## src/rtl/scaf_pkg.sv

```systemverilog
package scaf_pkg;
  localparam int OFF_FLAGS = 0;
  localparam int OFF_RAISE = 1;
  localparam int OFF_LOWER = 2;

  typedef enum logic [1:0] {
    ACC_NONE  = 2'd0,
    ACC_RAISE = 2'd1,
    ACC_LOWER = 2'd2
  } wr_kind_e;
endpackage

```

## src/rtl/scaf_decode.sv

```systemverilog
module scaf_decode
  import scaf_pkg::*;
#(
  parameter int ADDR_W = 2
) (
  input  logic [ADDR_W-1:0] addr,
  input  logic              wr,
  input  logic              rd,
  output wr_kind_e          wr_kind,
  output logic              rd_flags
);
  always_comb begin
    wr_kind = ACC_NONE;
    if (wr) begin
      if (addr == ADDR_W'(OFF_RAISE))      wr_kind = ACC_RAISE;
      else if (addr == ADDR_W'(OFF_LOWER)) wr_kind = ACC_LOWER;
    end
  end

  assign rd_flags = rd && (addr == ADDR_W'(OFF_FLAGS));
endmodule

```

## src/rtl/scaf_flag_bank.sv

```systemverilog
module scaf_flag_bank
  import scaf_pkg::*;
#(
  parameter int DATA_W = 8
) (
  input  logic              clk,
  input  logic              rst,
  input  wr_kind_e          wr_kind,
  input  logic [DATA_W-1:0] mask,
  input  logic [DATA_W-1:0] hw_set,
  output logic [DATA_W-1:0] flags
);
  for (genvar b = 0; b < DATA_W; b++) begin : g_bit
    logic raise_b, lower_b;
    assign raise_b = hw_set[b] || ((wr_kind == ACC_RAISE) && mask[b]);
    assign lower_b = (wr_kind == ACC_LOWER) && mask[b];
    always_ff @(posedge clk) begin
      if (rst)          flags[b] <= 1'b0;
      else if (raise_b) flags[b] <= 1'b1;
      else if (lower_b) flags[b] <= 1'b0;
    end
  end
endmodule

```

## src/rtl/scaf_read_port.sv

```systemverilog
module scaf_read_port #(
  parameter int DATA_W = 8
) (
  input  logic              clk,
  input  logic              rst,
  input  logic              rd_flags,
  input  logic [DATA_W-1:0] flags,
  output logic [DATA_W-1:0] rdata
);
  always_ff @(posedge clk) begin
    if (rst)           rdata <= '0;
    else if (rd_flags) rdata <= flags;
    else               rdata <= '0;
  end
endmodule

```

## src/rtl/scaf_flag_reg.sv

```systemverilog
module scaf_flag_reg
  import scaf_pkg::*;
#(
  parameter int DATA_W = 8,
  parameter int ADDR_W = 2
) (
  input  logic              clk,
  input  logic              rst,
  input  logic [ADDR_W-1:0] bus_addr,
  input  logic              bus_wr,
  input  logic [DATA_W-1:0] bus_wdata,
  input  logic              bus_rd,
  output logic [DATA_W-1:0] bus_rdata,
  input  logic [DATA_W-1:0] hw_set,
  output logic [DATA_W-1:0] flags_out
);
  wr_kind_e          wr_kind;
  logic              rd_flags;
  logic [DATA_W-1:0] flags;

  scaf_decode #(.ADDR_W(ADDR_W)) u_decode (
    .addr(bus_addr), .wr(bus_wr), .rd(bus_rd),
    .wr_kind(wr_kind), .rd_flags(rd_flags)
  );

  scaf_flag_bank #(.DATA_W(DATA_W)) u_bank (
    .clk(clk), .rst(rst), .wr_kind(wr_kind), .mask(bus_wdata),
    .hw_set(hw_set), .flags(flags)
  );

  scaf_read_port #(.DATA_W(DATA_W)) u_rport (
    .clk(clk), .rst(rst), .rd_flags(rd_flags), .flags(flags),
    .rdata(bus_rdata)
  );

  assign flags_out = flags;
endmodule

```

## config.mk

```make
export PLATFORM = sky130hd
export DESIGN_NAME = scaf_flag_reg
export DESIGN_NICKNAME = d
export VERILOG_FILES = /design/src/rtl/scaf_pkg.sv /design/src/rtl/scaf_decode.sv /design/src/rtl/scaf_flag_bank.sv /design/src/rtl/scaf_read_port.sv /design/src/rtl/scaf_flag_reg.sv
export SDC_FILE = /design/constraint.sdc
export NUM_CORES = 1
export LEC_CHECK = 0
export ABC_AREA = 1
export BUFFER_PORTS_ARGS = -buffer_cell sky130_fd_sc_hd__buf_2
export CAP_MARGIN = 10
export CORE_MARGIN = 3
export CORE_UTILIZATION = 46
export CTS_CLUSTER_DIAMETER = 200
export DETAILED_ROUTE_END_ITERATION = 10
export PLACE_DENSITY = 0.9
export SLEW_MARGIN = 20
export SYNTH_ARGS = -nofsm -noshare
export SYNTH_HDL_FRONTEND = slang
export SYNTH_SLANG_ARGS = --single-unit
export TNS_END_PERCENT = 5
```

## constraint.sdc

```tcl
create_clock -name clk -period 2.1 [get_ports clk]
set_clock_uncertainty 0.15 [all_clocks]
set_input_delay 0.315 -clock clk [delete_from_list [all_inputs] [get_ports clk]]
set_output_delay 0.315 -clock clk [all_outputs]
set_load 0.02 [all_outputs]
```

==> flow_metrics.env <==
export IMPL_status="finished clean"
export IMPL_n_antenna_cell=0
export IMPL_syn_inst=97
export IMPL_grt_max_degree=17
export IMPL_critical_path_endpoint_type="output pin"
export IMPL_synth_edff_count=0
export IMPL_slew_headroom_pct=83.5
export IMPL_clockBufferDepth=2
export IMPL_avgViaCountPerCell=4.86
export IMPL_worst_pin_slew_ns=0.248
export IMPL_vdd_drop_max_mv=0.417
export IMPL_max_freq_mhz=760
export IMPL_ant_nets=0
export IMPL_drtPass1Iterations=4
export IMPL_wl_per_cell_microns=11.4
export IMPL_critPathRequiredTime_ns=1.63
export IMPL_gp_congestion=0.706
export IMPL_maxSlewViolCount=0
export IMPL_fin_crit_sh_pct=62.6
export IMPL_static_leakage_power_uw=0.000531
export IMPL_grt_pass1_wl_mm=2.73
export IMPL_vias=719
export IMPL_cts_hold_buffers=0
export IMPL_die_area_sq_um=2090
export IMPL_synth_area_per_cell_sq_um=7.47
export IMPL_synth_top_cells_by_area="dfxtp_1 (44%), nand4_1 (14%), inv_1 (12%)"
export IMPL_synth_seq_area_share_pct=44.2
export IMPL_fin_nets=156
export IMPL_worstPathArrival_ns=0.85
export IMPL_initial_utilization_pct=52.4
export IMPL_max_stage_delay_ns=0.39
export IMPL_core_area_sq_um=1380
export IMPL_p_total_uw=636
export IMPL_synth_ff_type="dfxtp_1"
export IMPL_cp_max_fo=3
export IMPL_rrSetupSlack_ns=1.27
export IMPL_synth_fp_nets=119
export IMPL_post_cts_buffers=0
export IMPL_maxCapViolCount=0
export IMPL_rsz0062_at_grt="no"
export IMPL_cts_sinks=16
export IMPL_synthMostInstantiatedCell="inv_1"
export IMPL_yosys_top_cells_count="inv_1 (24), dfxtp_1 (16), nand2_1 (16), nand4_1 (16), nor2_1 (9)"
export IMPL_hold_path_class="primary input to flip-flop"
export IMPL_overflow=0
export IMPL_grt_total_usage_pct=17.9
export IMPL_synth_top_area_share_pct=44.2
export IMPL_fin_setup_tns_ns=0
export IMPL_crit_type="flip-flop to output pin"
export IMPL_wl_mm=1.69
export IMPL_antenna_found_initial=0
export IMPL_finalSetupViolations=0
export IMPL_worst_setup_path_start_kind="flip-flop"
export IMPL_yosys_warnings=0
export IMPL_fin_util_pct=66.2
export IMPL_ioPinCount=38
export IMPL_cp_cell_sequence="buf_2"
export IMPL_ys_ff_latch=16
export IMPL_drt_iter0_drc=6
export IMPL_finalCriticalPeriod_ns=1.32
export IMPL_grt_pass1_vias=669
export IMPL_insertion_delay_ns=0.28
export IMPL_postCtsResizedCells=0
export IMPL_holdWs_ns=0.165
export IMPL_die_w_microns=45.7
export IMPL_critPathSlowestCell="dfxtp_1"
export IMPL_area_delta_synth_final_pct=26.3
export IMPL_dp_hpwl_mm=1.33
export IMPL_critPathBufInv=1
export IMPL_final_area_sq_um=915
export IMPL_die_h_microns=45.7
export IMPL_finalHoldViolCount=0
export IMPL_powerDensity_nw_per_um2=696
export IMPL_io_buffers=37
export IMPL_cts_made_buffers=3
export IMPL_clkTransAtPathRegs_ns=0.10
export IMPL_clock_root_buffer="clkbuf_4"
export IMPL_cts_htree_levels=1
export IMPL_row_count=13
export IMPL_synth_distinct_cells=14
export IMPL_drive_above_1_share_pct=34.6
export IMPL_yosysTopAreaCell="dfxtp_1"
export IMPL_asyncSetResetFlopFracSynth_pct=0
export IMPL_critPathTopFamily="flip-flops"
export IMPL_cts_tree="yes"
export IMPL_drc=0
export IMPL_syn_area_sq_um=724
export IMPL_dpl_instance_area_sq_um=878
-- metal layers --
layer | share of wire, % | up-vias | track usage, % | wire length (microns)
li1 | - | 376 | - | -
met1 | 38 | 322 | 19.8 | 651
met2 | 55 | 19 | 32.6 | 937
met3 | 5.3 | 2 | 3.56 | 90
met4 | 0.77 | 0 | 7.60 | 13
met5 | 0 | - | 0 | 0
-- report_power, final --
group          total [uW]  switching (uW)  internal, uW
combinational         106            66.6          39.8
clock                 203            97.7           105
sequential            327            9.66           317
total                 636             174           462
-- stage by stage --
step | worst slack, ns | cells
finish | 0.785 | 148
global placement | 0.982 | 144
CTS | 0.781 | 148
floorplan | 1.08 | 97
detailed placement | 0.923 | 144
global route | 0.742 | 148
-- worst reg2reg max path, stage by stage, from the launching register on --
cell	delay, ns
dfxtp_1	0.38
nand2_1	0.07
a21oi_1	0.16
-- path summary, 6_finish.rpt --
| path | cells after the start | to | from |
|---|---|---|---|
| max | 1 | flags_out[4] | u_bank.flags[4]$_SDFFE_PP0P_ |
| min reg2reg | 2 | u_rport.rdata[2]$_SDFF_PP0_ | u_bank.flags[2]$_SDFFE_PP0P_ |
| max reg2reg | 2 | u_bank.flags[1]$_SDFFE_PP0P_ | u_bank.flags[1]$_SDFFE_PP0P_ |
| min | 2 | u_bank.flags[5]$_SDFFE_PP0P_ | rst |
-- flip-flops by register name, indices dropped and copies added (netlist names) --
signal / count
u_bank.flags: 8
u_rport.rdata: 8
-- cells by family after synthesis --
| logic type | after synthesis | share of synthesized area, % |
|---|---|---|
| AO/OA/AOI/OAI | 8 | 6.56 |
| buffers and inverters | 31 | 21.1 |
| flip-flops | 16 | 44.2 |
| AND/OR/NAND/NOR | 42 | 28.2 |
-- layout by cell type (no fill, tap or decap), drive strengths merged --
cell	count
a21oi	8
buf	37
clkbuf	4
dfxtp	16
inv	26
nand2	16
nand3	1
nand4	16
nor2	9
-- final cells by class --
| cell class | instances | area, sq um |
|---|---|---|
| timing repair buffer | 37 | 185 |
| fill | 123 | 468 |
| clock buffer | 4 | 36.3 |
| inverter | 26 | 103 |
| multi-input combinational | 50 | 251 |
| sequential | 16 | 320 |
| tap | 15 | 18.8 |
No activity file was read; power rests on OpenSTA's default activity.
